### src/rtl/lit_pkg.sv
package lit_pkg;

    typedef enum logic [1:0] {
        ST_SPENT = 2'd0,
        ST_ARMED = 2'd1,
        ST_WRAP  = 2'd2
    } tmr_state_e;

    typedef struct packed {
        logic cnt_lo_wr;
        logic cnt_hi_wr;
        logic lat_lo_wr;
        logic lat_hi_wr;
        logic cnt_lo_rd;
    } tmr_strobe_t;

    localparam int T1_CNT_LO = 4;
    localparam int T1_CNT_HI = 5;
    localparam int T1_LAT_LO = 6;
    localparam int T1_LAT_HI = 7;
    localparam int T2_CNT_LO = 8;
    localparam int T2_CNT_HI = 9;

    localparam int FREE_RUN_BIT = 6;

endpackage

### src/rtl/lit_decode.sv
module lit_decode
    import lit_pkg::*;
#(
    parameter int ADDR_W = 4,
    parameter logic [ADDR_W-1:0] OFS_CNT_LO = '0,
    parameter logic [ADDR_W-1:0] OFS_CNT_HI = '0,
    parameter logic [ADDR_W-1:0] OFS_LAT_LO = '0,
    parameter logic [ADDR_W-1:0] OFS_LAT_HI = '0,
    parameter bit HAS_LATCH_REGS = 1'b1
) (
    input  logic              wr_en,
    input  logic              rd_en,
    input  logic [ADDR_W-1:0] addr,
    output tmr_strobe_t       stb
);

    always_comb begin
        stb.cnt_lo_wr = wr_en && (addr == OFS_CNT_LO);
        stb.cnt_hi_wr = wr_en && (addr == OFS_CNT_HI);
        stb.cnt_lo_rd = rd_en && (addr == OFS_CNT_LO);
    end

    generate
        if (HAS_LATCH_REGS) begin : g_latch_regs
            always_comb begin
                stb.lat_lo_wr = wr_en && (addr == OFS_LAT_LO);
                stb.lat_hi_wr = wr_en && (addr == OFS_LAT_HI);
            end
        end else begin : g_no_latch_regs
            always_comb begin
                stb.lat_lo_wr = 1'b0;
                stb.lat_hi_wr = 1'b0;
            end
        end
    endgenerate

endmodule

### src/rtl/lit_timer_core.sv
module lit_timer_core
    import lit_pkg::*;
#(
    parameter int BYTE_W      = 8,
    parameter bit FREE_RUN_OK = 1'b1
) (
    input  logic                clk,
    input  logic                rst_n,
    input  logic                tick,
    input  logic                free_sel,
    input  tmr_strobe_t         stb,
    input  logic [BYTE_W-1:0]   wdata,
    output logic [2*BYTE_W-1:0] cnt,
    output logic [2*BYTE_W-1:0] latch,
    output logic                flag,
    output logic                expire
);

    localparam int CNT_W = 2 * BYTE_W;
    localparam logic [CNT_W-1:0] ALL_ONES = {CNT_W{1'b1}};

    tmr_state_e       state_q, state_d;
    logic [CNT_W-1:0] cnt_q, cnt_d;
    logic [CNT_W-1:0] latch_q, latch_d;
    logic             flag_q, expire_q;
    logic             free, zero_hit, fire, flag_clr;

    assign free     = FREE_RUN_OK && free_sel;
    assign zero_hit = tick && (cnt_q == '0) && !stb.cnt_hi_wr;
    assign fire     = zero_hit && ((state_q == ST_ARMED) || free);
    assign flag_clr = stb.cnt_hi_wr || stb.lat_hi_wr || stb.cnt_lo_rd;

    // latch byte updates
    always_comb begin
        latch_d = latch_q;
        if (stb.cnt_lo_wr || stb.lat_lo_wr)
            latch_d[BYTE_W-1:0] = wdata;
        if (stb.cnt_hi_wr || stb.lat_hi_wr)
            latch_d[CNT_W-1:BYTE_W] = wdata;
    end

    // next state and next count
    always_comb begin
        state_d = state_q;
        cnt_d   = cnt_q;
        if (stb.cnt_hi_wr) begin
            state_d = ST_ARMED;
            cnt_d   = {wdata, latch_q[BYTE_W-1:0]};
        end else if (tick) begin
            cnt_d = cnt_q - 1'b1;
            unique case (state_q)
                ST_ARMED: begin
                    if (cnt_q == '0)
                        state_d = free ? ST_WRAP : ST_SPENT;
                end
                ST_SPENT: begin
                    if ((cnt_q == '0) && free)
                        state_d = ST_WRAP;
                end
                ST_WRAP: begin
                    if (free) begin
                        cnt_d   = latch_q;
                        state_d = ST_ARMED;
                    end else begin
                        state_d = ST_SPENT;
                    end
                end
                default: state_d = ST_SPENT;
            endcase
        end
    end

    // state register
    always_ff @(posedge clk) begin
        if (!rst_n) begin
            state_q <= ST_SPENT;
            cnt_q   <= ALL_ONES;
            latch_q <= ALL_ONES;
        end else begin
            state_q <= state_d;
            cnt_q   <= cnt_d;
            latch_q <= latch_d;
        end
    end

    // event outputs: a new expiry wins over a same-cycle clear
    always_ff @(posedge clk) begin
        if (!rst_n) begin
            flag_q   <= 1'b0;
            expire_q <= 1'b0;
        end else begin
            expire_q <= fire;
            if (fire)
                flag_q <= 1'b1;
            else if (flag_clr)
                flag_q <= 1'b0;
        end
    end

    assign cnt    = cnt_q;
    assign latch  = latch_q;
    assign flag   = flag_q;
    assign expire = expire_q;

    AST_ZERO_TO_MAX: assert property (@(posedge clk) disable iff (!rst_n)
        (tick && (cnt_q == '0) && !stb.cnt_hi_wr) |=> (cnt_q == ALL_ONES));
    AST_EXPIRE_SETS_FLAG: assert property (@(posedge clk) disable iff (!rst_n)
        expire_q |-> flag_q);
    AST_LO_WRITE_KEEPS_COUNT: assert property (@(posedge clk) disable iff (!rst_n)
        (stb.cnt_lo_wr && !tick) |=> (cnt_q == $past(cnt_q)));
    AST_LOAD_COPIES_LATCH: assert property (@(posedge clk) disable iff (!rst_n)
        stb.cnt_hi_wr |=> ((cnt_q == latch_q) && !flag_q && !expire_q));
    AST_LATCH_HI_NO_RELOAD: assert property (@(posedge clk) disable iff (!rst_n)
        (stb.lat_hi_wr && !tick) |=> ((cnt_q == $past(cnt_q)) && !flag_q));
    AST_ONESHOT_QUIET: assert property (@(posedge clk) disable iff (!rst_n)
        ((state_q == ST_SPENT) && !free && !stb.cnt_hi_wr) |=> !expire_q);
    AST_SET_BEATS_CLEAR: assert property (@(posedge clk) disable iff (!rst_n)
        (fire && stb.cnt_lo_rd) |=> (flag_q && expire_q));

endmodule

### src/rtl/lit_timer_top.sv
module lit_timer_top
    import lit_pkg::*;
#(
    parameter int BYTE_W = 8,
    parameter int ADDR_W = 4,
    parameter bit HAS_T2 = 1'b1
) (
    input  logic              clk,
    input  logic              rst_n,
    input  logic              tick,
    input  logic [BYTE_W-1:0] ctrl,
    input  logic              wr_en,
    input  logic              rd_en,
    input  logic [ADDR_W-1:0] addr,
    input  logic [BYTE_W-1:0] wdata,
    output logic [BYTE_W-1:0] rdata,
    output logic              t1_expire,
    output logic              t1_flag,
    output logic              t2_expire,
    output logic              t2_flag
);

    localparam int CNT_W = 2 * BYTE_W;
    localparam logic [ADDR_W-1:0] A_T1_LO  = ADDR_W'(T1_CNT_LO);
    localparam logic [ADDR_W-1:0] A_T1_HI  = ADDR_W'(T1_CNT_HI);
    localparam logic [ADDR_W-1:0] A_T1_LLO = ADDR_W'(T1_LAT_LO);
    localparam logic [ADDR_W-1:0] A_T1_LHI = ADDR_W'(T1_LAT_HI);
    localparam logic [ADDR_W-1:0] A_T2_LO  = ADDR_W'(T2_CNT_LO);
    localparam logic [ADDR_W-1:0] A_T2_HI  = ADDR_W'(T2_CNT_HI);

    tmr_strobe_t      t1_stb;
    logic [CNT_W-1:0] t1_cnt, t1_latch;
    logic [CNT_W-1:0] t2_cnt;

    lit_decode #(
        .ADDR_W(ADDR_W), .OFS_CNT_LO(A_T1_LO), .OFS_CNT_HI(A_T1_HI),
        .OFS_LAT_LO(A_T1_LLO), .OFS_LAT_HI(A_T1_LHI), .HAS_LATCH_REGS(1'b1)
    ) u_t1_dec (
        .wr_en(wr_en), .rd_en(rd_en), .addr(addr), .stb(t1_stb)
    );

    lit_timer_core #(.BYTE_W(BYTE_W), .FREE_RUN_OK(1'b1)) u_t1 (
        .clk(clk), .rst_n(rst_n), .tick(tick), .free_sel(ctrl[FREE_RUN_BIT]),
        .stb(t1_stb), .wdata(wdata), .cnt(t1_cnt), .latch(t1_latch),
        .flag(t1_flag), .expire(t1_expire)
    );

    generate
        if (HAS_T2) begin : g_t2
            tmr_strobe_t      t2_stb;
            logic [CNT_W-1:0] t2_latch_unused;

            lit_decode #(
                .ADDR_W(ADDR_W), .OFS_CNT_LO(A_T2_LO), .OFS_CNT_HI(A_T2_HI),
                .OFS_LAT_LO(A_T2_LO), .OFS_LAT_HI(A_T2_HI), .HAS_LATCH_REGS(1'b0)
            ) u_t2_dec (
                .wr_en(wr_en), .rd_en(rd_en), .addr(addr), .stb(t2_stb)
            );

            lit_timer_core #(.BYTE_W(BYTE_W), .FREE_RUN_OK(1'b0)) u_t2 (
                .clk(clk), .rst_n(rst_n), .tick(tick), .free_sel(ctrl[FREE_RUN_BIT]),
                .stb(t2_stb), .wdata(wdata), .cnt(t2_cnt), .latch(t2_latch_unused),
                .flag(t2_flag), .expire(t2_expire)
            );
        end else begin : g_no_t2
            assign t2_cnt    = '0;
            assign t2_flag   = 1'b0;
            assign t2_expire = 1'b0;
        end
    endgenerate

    // read data: live counter and latch bytes
    always_comb begin
        rdata = '0;
        if (addr == A_T1_LO)
            rdata = t1_cnt[BYTE_W-1:0];
        else if (addr == A_T1_HI)
            rdata = t1_cnt[CNT_W-1:BYTE_W];
        else if (addr == A_T1_LLO)
            rdata = t1_latch[BYTE_W-1:0];
        else if (addr == A_T1_LHI)
            rdata = t1_latch[CNT_W-1:BYTE_W];
        else if (HAS_T2 && (addr == A_T2_LO))
            rdata = t2_cnt[BYTE_W-1:0];
        else if (HAS_T2 && (addr == A_T2_HI))
            rdata = t2_cnt[CNT_W-1:BYTE_W];
    end

    AST_UNMAPPED_ZERO: assert property (@(posedge clk) disable iff (!rst_n)
        (addr < A_T1_LO) |-> (rdata == '0));

endmodule

### config.mk
export PLATFORM = sky130hd
export DESIGN_NAME = lit_timer_top
export DESIGN_NICKNAME = d
export VERILOG_FILES = /design/src/rtl/lit_pkg.sv /design/src/rtl/lit_decode.sv /design/src/rtl/lit_timer_core.sv /design/src/rtl/lit_timer_top.sv
export SDC_FILE = /design/constraint.sdc
export NUM_CORES = 1
export LEC_CHECK = 0
export ABC_CLOCK_PERIOD_IN_PS = 5200
export CAP_MARGIN = 20
export CORE_ASPECT_RATIO = 0.9
export CORE_MARGIN = 2
export CORE_UTILIZATION = 30
export CTS_CLUSTER_DIAMETER = 120
export DETAILED_ROUTE_END_ITERATION = 8
export GPL_ROUTABILITY_DRIVEN = 1
export PLACE_DENSITY_LB_ADDON = 0.12
export RECOVER_POWER = 100
export SYNTH_ARGS = -nofsm -noshare
export SYNTH_HDL_FRONTEND = slang
export SYNTH_HIERARCHICAL = 1
export SYNTH_SLANG_ARGS = --single-unit
export TNS_END_PERCENT = 100
### constraint.sdc
create_clock -name clk -period 5.2 [get_ports clk]
set_input_delay 1.04 -clock clk [delete_from_list [all_inputs] [get_ports clk]]
set_output_delay 1.04 -clock clk [all_outputs]
set_load 0.005 [all_outputs]
==> results_dict.tcl, run 1 <==
set metrics [dict create \
    status "finished with violations" \
    failed_checks "max-capacitance violations, max-slew violations" \
    cts_buffers 9 \
    tritoncts "yes" \
    rsz0062_at_grt "no" \
    dieArea_mm2 0.0141 \
    power_density_mw_per_mm2 283 \
    cts_setup_buffers 0 \
    cp_max_fo 12 \
    ctsHoldBuffers 0 \
    vias_per_cell 5.51 \
    synth_area_mm2 0.00396 \
    final-seq-area_mm2 0.00126 \
    grt_use_total_pct 17.9 \
    cp_data_arrival_time_ns 3.60 \
    final_cells 661 \
    setup_tns_ns 0 \
    rows 39 \
    grt_antenna_before_repair 0 \
    vias 3641 \
    leakage_nw 1.78 \
    wl_per_cell_um 18.5 \
    wl_met1_um 6380 \
    dr_wl_met2_um 5160 \
    die_x_um 125 \
    start_kind "primary input" \
    h-tree-depth 3 \
    dp_slack_ns 0.862 \
    grt_pass1_wl_um 19700 \
    cts_root_buffer "clkbuf_16" \
    syn_to_final_growth_pct 16.0 \
    cts_buffer_depth 2 \
    dp_hpwl_um 8470 \
    relSlewSlack_pct -1.71 \
    core-area_mm2 0.0128 \
    hold_violations 0 \
    ys_warn_count 6 \
    placed_cell_area_mm2 0.00435 \
    grt_pass1_vias 3401 \
    maxSlewViolCount 13 \
    critPathCaptureType "output port" \
    insertion_delay_ns 0.34 \
    post-route-min-period_ns 4.64 \
    vdd_drop_max_mv 0.151 \
    avgSynthCellArea_um2 8.25 \
    grt_max_degree 45 \
    path_clk_slew_ns 0.05 \
    initial_core_util_pct 31.0 \
    fmax_mhz 216 \
    pin_count 37 \
    finalSetupViolations 0 \
    n_antenna_cell 0 \
    synthCells 480 \
    multiInputGateArea_mm2 0.00243 \
    drv_cap 1 \
    gp_congestion 0.851 \
    critPathKind "in2out" \
    fillers 1353 \
    required_ns 4.16 \
    antenna_left 0 \
    die_h_um 113 \
    cts_sinks 63 \
    final_area_mm2 0.00459 \
    cts-resized-gates 0 \
    timing.final.crit_share_pct 89.2 \
    final_nets 519 \
    hp-class "reg2reg" \
    place_inst 645 \
    drive_gt1_share_pct 9.46 \
    drt-total-wl_um 12300 \
    top_layer "met4" \
    wl_met3_um 562 \
    drt-initial-drc-count 308 \
    finalClockSkew_ns 0.00620 \
    setup_ws_ns 0.560 \
    portBuffers 29 \
    overflow 0 \
    route.detailed.drc 0 \
    drt_first_pass_iters 5 \
    tightest_slew_ns 1.52 \
]
[final cells by class]
| type | count | share of cell area, % |
|---|---|---|
| inverters | 18 | 1.47 |
| repair buffers | 35 | 7.38 |
| flip-flops and latches | 63 | 27.5 |
| clock inverters | 4 | 0.981 |
| well taps | 164 | 4.47 |
| multi-input cells | 365 | 52.9 |
| clock buffers | 12 | 5.37 |
[flip-flops by register name, summed over array words and instances, names as in the netlist]
| signal | count |
|---|---|
| u_t1/expire | 1 |
| g_t2.u_t2/expire | 1 |
| u_t1/flag | 1 |
| g_t2.u_t2/state_q | 1 |
| g_t2.u_t2/flag | 1 |
| u_t1/state_q | 2 |
| u_t1/cnt | 16 |
| u_t1/latch | 16 |
| g_t2.u_t2/cnt | 16 |
| g_t2.u_t2/latch | 8 |
[per-stage QoR]
| step | total power [mW] | util [%] | hold slack [ns] |
|---|---|---|---|
| final | 1.30 | 35.9 | 0.472 |
| after global routing | 1.36 | 35.9 | 0.499 |
| after CTS | 1.32 | 36.3 | 0.474 |
| after detailed placement | 0.708 | 34.0 | 0.467 |
| after global placement | 0.704 | 34.0 | 0.452 |
| after floorplan | 0.638 | - | 0.440 |
[routing by layer]
metal  vias up  track usage [%]
li1       1784                -
met1      1754             26.5
met2        90             25.9
met3        13             4.49
met4         0             4.52
met5         -                0
[cells in the final DEF (no fill, tap or decap), types with 10 or more instances in the layout]
cell type / count
a21oi_1: 13
clkdlybuf4s50_1: 15
dfxtp_1: 63
dlygate4sd3_1: 13
inv_1: 18
mux2i_1: 10
nand2_1: 71
nand3_1: 23
nand3b_1: 22
nor2_1: 31
nor3_1: 10
o211ai_1: 11
o21a_1: 10
o21ai_0: 10
xnor2_1: 10
[final timing paths]
kind                                    from                               to  slack (ns)  cells after the start
max                                  addr[0]                         rdata[6]        0.56                      5
min          g_t2.u_t2/latch[0]$_SDFFE_PN1P_  g_t2.u_t2/latch[0]$_SDFFE_PN1P_        0.47                      2
max reg2reg         u_t1/cnt[0]$_SDFFE_PN1P_        u_t1/cnt[12]$_SDFFE_PN1P_        2.97                      7
min reg2reg  g_t2.u_t2/latch[0]$_SDFFE_PN1P_  g_t2.u_t2/latch[0]$_SDFFE_PN1P_        0.47                      2
[report_power, final]
group	total [mW]	switching (mW)	internal, mW
clock	0.608	0.226	0.382
combinational	0.165	0.0913	0.0740
sequential	0.528	0.0239	0.504
[worst max-delay path, stage by stage]
cell and delay (ns):
dlygate4sd3_1 0.69, nor4b_2 0.75, a221oi_1 0.27, o22ai_1 0.24, dlygate4sd3_1 0.60
(Power assumes the default switching activity.)
==> inputs of run 2 (changes only) <==
CORE_MARGIN = 4   (was 2)
CORE_UTILIZATION = 63   (was 30)
PLACE_DENSITY = 0.86   (was unset)
PLACE_DENSITY_LB_ADDON = unset   (was 0.12)
==> run 2 against run 1 <==
  * The flow still finishes with violations (max-capacitance violations, max-slew violations)
  * Clock-buffer cell count is 1 lower
  * Register-to-register slack better by 0.02 ns
  * Worst hold slack worse by 0.0015 ns
  * Clock skew is 0.0011 ns higher
  * Maximum frequency is 0.25% lower
  * Sequential power hardly changed
  * Critical endpoint is now rdata[4]
  * Largest power group is now registers
  * Highest routed layer unchanged
==> results_dict.tcl, run 2 (synthesis results as in run 1) <==
set metrics [dict create \
    status "finished with violations" \
    failed_checks "max-capacitance violations, max-slew violations" \
    hold_violations 0 \
    vdd_drop_max_mv 0.176 \
    cts_buffer_depth 2 \
    drt_first_pass_iters 5 \
    grt_pass1_wl_um 17800 \
    relSlewSlack_pct -61.4 \
    finalClockSkew_ns 0.00726 \
    tritoncts "yes" \
    cts_sinks 63 \
    drv_cap 1 \
    vias 3789 \
    drive_gt1_share_pct 10.1 \
    leakage_nw 1.75 \
    placed_cell_area_mm2 0.00423 \
    power_density_mw_per_mm2 267 \
    cts_setup_buffers 0 \
    grt_pass1_vias 3570 \
    post-route-min-period_ns 4.65 \
    timing.final.crit_share_pct 89.4 \
    dp_hpwl_um 7140 \
    required_ns 4.16 \
    cp_data_arrival_time_ns 3.61 \
    layout_common_cells "nand2_1 (71), dfxtp_1 (63), nor2_1 (31)" \
    holdWs_ns 0.470 \
    route.detailed.drc 0 \
    power_mw 1.18 \
    insertion_delay_ns 0.35 \
    cts_buffers 9 \
    hp-class "reg2reg" \
    final_nets 518 \
    setup_tns_ns 0 \
    syn_to_final_growth_pct 11.9 \
    critPathKind "in2out" \
    final_util_pct 72.5 \
    cts_root_buffer "clkbuf_8" \
    final_common_cell "nand2_1" \
    die_h_um 83.2 \
    gp_congestion 0.961 \
    grt_antenna_before_repair 0 \
    drt-total-wl_um 10600 \
    antenna_left 0 \
    vias_per_cell 6.50 \
    core-area_mm2 0.00611 \
    cp_max_fo 13 \
    final_area_mm2 0.00443 \
    die_x_um 91.6 \
    pin_count 37 \
    tightest_slew_ns 2.42 \
    grt_max_degree 53 \
    dieArea_mm2 0.00762 \
    rows 27 \
    maxSlewViolCount 26 \
    fillers 467 \
    initial_core_util_pct 64.8 \
    wl_per_cell_um 18.3 \
    cts-resized-gates 0 \
    overflow 0 \
    portBuffers 29 \
    drt-initial-drc-count 348 \
    fmax_mhz 215 \
    ctsHoldBuffers 0 \
    n_antenna_cell 0 \
    grt_use_total_pct 28.9 \
    finalSetupViolations 0 \
    critPathCaptureType "output port" \
    path_clk_slew_ns 0.07 \
    h-tree-depth 3 \
    rsz0062_at_grt "no" \
    start_kind "primary input" \
]
==> run 2: cell count changes in the layout (fill, tap and decap cells not counted), moves of 2 or more <==
cell and delta:
clkbuf_1 -2, clkbuf_16 -9, clkinvlp_4 +2, clkinv_2 -2
clkbuf_8 +10
==> run 2: power by group <==
group / switching (mW) / leakage [nW] / internal [mW]
logic: 0.0887 / 1.13 / 0.0733
clock network: 0.201 / 0.112 / 0.295
registers: 0.0233 / 0.516 / 0.503
==> run 2: metal layers <==
layer  wire [um]  track usage [%]  vias to the layer above
li1            -                -                     1775
met3        1030             6.88                       35
met1        4590             39.0                     1788
met2        4730             43.3                      191
met5           0                0                        -
met4         296             13.2                        0
==> run 2: area by class of cell <==
cell class                      count  area (um2)  share of cell area (%)
Multi-Input combinational cell    365        2450                    55.2
Clock buffer                       11         151                    3.41
Sequential cell                    63        1260                    28.4
Timing Repair Buffer               34         319                    7.20
Clock inverter                      5        80.1                    1.81
Inverter                           18        67.6                    1.52
Tap cell                           87         109                    2.45
==> run 2: worst max-delay path: stages <==
cell and delay [ns]:
dlygate4sd3_1 0.71, nor4b_2 0.76, a221oi_1 0.26, o22ai_1 0.23
dlygate4sd3_1 0.60
==> run 2: per-stage QoR <==
step | setup WS (ns) | std cells
finish | 0.549 | 583
global placement | 0.937 | 567
global route | 0.441 | 583
CTS | 0.891 | 583
detailed placement | 0.890 | 567
floorplan | 2.25 | 481
==> run 2: worst paths after layout <==
| path | cells after the start | slack [ns] | from | to |
|---|---|---|---|---|
| max reg2reg | 7 | 2.99 | u_t1/cnt[1]$_SDFFE_PN1P_ | u_t1/cnt[12]$_SDFFE_PN1P_ |
| min reg2reg | 2 | 0.47 | g_t2.u_t2/latch[3]$_SDFFE_PN1P_ | g_t2.u_t2/cnt[3]$_SDFFE_PN1P_ |
| min | 2 | 0.47 | g_t2.u_t2/latch[3]$_SDFFE_PN1P_ | g_t2.u_t2/cnt[3]$_SDFFE_PN1P_ |
| max | 5 | 0.55 | addr[0] | rdata[4] |
==> inputs of run 3 (changes only) <==
GPL_TIMING_DRIVEN = 0   (was unset)
==> run 3 against run 2 <==
  * The flow now finishes without violations
  * Sequential share of layout area decreased by 0.73 points
  * Worst hold slack improved by 0.0038 ns
  * Global-route usage grew 2.7 points
  * Clock-buffer cell count is 2 lower
  * Combinational power increased by 6%
  * Maximum frequency up 1.2%
  * Register-to-register slack is essentially flat
  * Flip-flop and latch count unchanged
  * Non-clock buffer count grew 30
  * Worst setup slack improved by 0.055 ns
  * Final cell count is 5.1% higher
  * Critical path type unchanged
==> results_dict.tcl, run 3 (synthesis results as in run 1) <==
set metrics [dict create \
    ctsHoldBuffers 0 \
    reg2reg_depth 7 \
    h-tree-depth 3 \
    drt-total-wl_um 11700 \
    hp-class "reg2reg" \
    hold-path-endpoint "g_t2.u_t2/latch[0]$_SDFFE_PN1P_" \
    required_ns 4.16 \
    hp-start "g_t2.u_t2/latch[0]$_SDFFE_PN1P_" \
    start_kind "primary input" \
    insertion_delay_ns 0.35 \
    finalClockSkew_ns 0.00652 \
    hold_violations 0 \
    vdd_drop_max_mv 0.168 \
    antenna_left 0 \
    critPathKind "in2out" \
    fmax_mhz 218 \
    vias_per_cell 6.50 \
    cts_sinks 63 \
    power_density_mw_per_mm2 265 \
    path_clk_slew_ns 0.08 \
    tightest_slew_ns 1.33 \
    initial_core_util_pct 64.8 \
    drv_cap 0 \
    wl_per_cell_um 19.1 \
    die_h_um 83.2 \
    cts_buffer_depth 2 \
    maxSlewViolCount 0 \
    cp_max_fo 9 \
    vias 3986 \
    cp_data_arrival_time_ns 3.56 \
    reg2reg_from "u_t1/cnt[0]$_SDFFE_PN1P_" \
    drt_first_pass_iters 5 \
    status "completed" \
    leakage_nw 1.79 \
    dp_hpwl_um 8330 \
    final_nets 548 \
    rr_endpoint "u_t1/cnt[12]$_SDFFE_PN1P_" \
    drt-initial-drc-count 660 \
    tritoncts "yes" \
    grt_pass1_vias 3679 \
    post-route-min-period_ns 4.60 \
    whs_path_depth 2 \
    portBuffers 29 \
    overflow 0 \
    r2r_setup_slack_ns 3.00 \
    cts_root_buffer "clkbuf_8" \
    relSlewSlack_pct 10.7 \
    gp_congestion 0.939 \
    cts_buffers 9 \
    core-area_mm2 0.00611 \
    grt_use_total_pct 31.6 \
    route.detailed.drc 0 \
    dieArea_mm2 0.00762 \
    final_util_pct 74.4 \
    drive_gt1_share_pct 9.51 \
    syn_to_final_growth_pct 14.9 \
    finalSetupViolations 0 \
    grt_pass1_wl_um 19200 \
    grt_antenna_before_repair 0 \
    rsz0062_at_grt "no" \
    cts-resized-gates 0 \
    rows 27 \
    cts_setup_buffers 0 \
    pin_count 37 \
    final_common_cell "nand2_1" \
    layout_common_cells "nand2_1 (71), dfxtp_1 (63), nor2_1 (31)" \
    timing.final.crit_share_pct 88.4 \
    setup_tns_ns 0 \
    die_x_um 91.6 \
    n_antenna_cell 0 \
    critPathCaptureType "output port" \
    grt_max_degree 14 \
]
run 3: cell types whose count changed in the layout (fill, tap and decap cells not counted), sizes merged:
cell           previous run  this run
buf                       5         8
clkbuf                   12        36
clkdlybuf4s50            15        17
clkinvlp                  2         1
dlygate4sd3              13        12
inv                      18        21
run 3: area by class of cell:
type / instances / area [um2]
Clock buffer: 9 / 124
Timing Repair Buffer: 29 / 290
Sequential cell: 63 / 1260
Buffer: 35 / 170
Fill cell: 462 / 1560
Inverter: 18 / 67.6
Tap cell: 87 / 109
Multi-Input combinational cell: 365 / 2430
Clock inverter: 7 / 103
run 3: worst max-delay path, stage by stage:
cell and delay [ns]:
dlygate4sd3_1 0.70, clkbuf_1 0.31, and4b_1 0.24, clkbuf_1 0.31
a221oi_1 0.12, o22ai_1 0.23, dlygate4sd3_1 0.61
run 3: how the worst max path moves through the flow:
| stage | endpoint | depth (start not counted) | start | slack, ns |
|---|---|---|---|---|
| 2_1_floorplan | rdata[0] | 4 | addr[0] | 2.25 |
| 3_3_place_gp | rdata[0] | 7 | addr[1] | 0.88 |
| 3_5_place_dp | rdata[3] | 7 | addr[1] | 0.85 |
| 4_1_cts | rdata[3] | 7 | addr[1] | 0.83 |
| 5_1_grt | rdata[4] | 7 | addr[0] | 0.50 |
| 6_report | rdata[0] | 7 | addr[0] | 0.60 |
run 3: stage by stage:
stage / cells / hold WS [ns] / setup slack [ns] / power [mW] / instance area [um2]
2_1_floorplan: 481 / 0.440 / 2.25 / 0.638 / 3970
3_3_place_gp: 597 / 0.450 / 0.882 / 0.703 / 4360
3_5_place_dp: 597 / 0.458 / 0.853 / 0.709 / 4360
4_1_cts: 613 / 0.476 / 0.827 / 1.20 / 4590
5_1_grt: 613 / 0.491 / 0.496 / 1.25 / 4550
6_report: 613 / 0.474 / 0.604 / 1.21 / 4550
run 3: power by group:
group / switching (mW) / internal (mW)
Combinational: 0.0939 / 0.0782
Sequential: 0.0247 / 0.503
Clock: 0.229 / 0.276
run 3: routing by layer:
layer  vias to the layer above  global-route usage (%)  share of wire [%]
li1                       1845                       -                  -
met1                      1842                    42.8                 42
met2                       252                    48.5                 44
met3                        47                    8.24                 11
met4                         0                    10.7                3.3
met5                         -                       0                  0
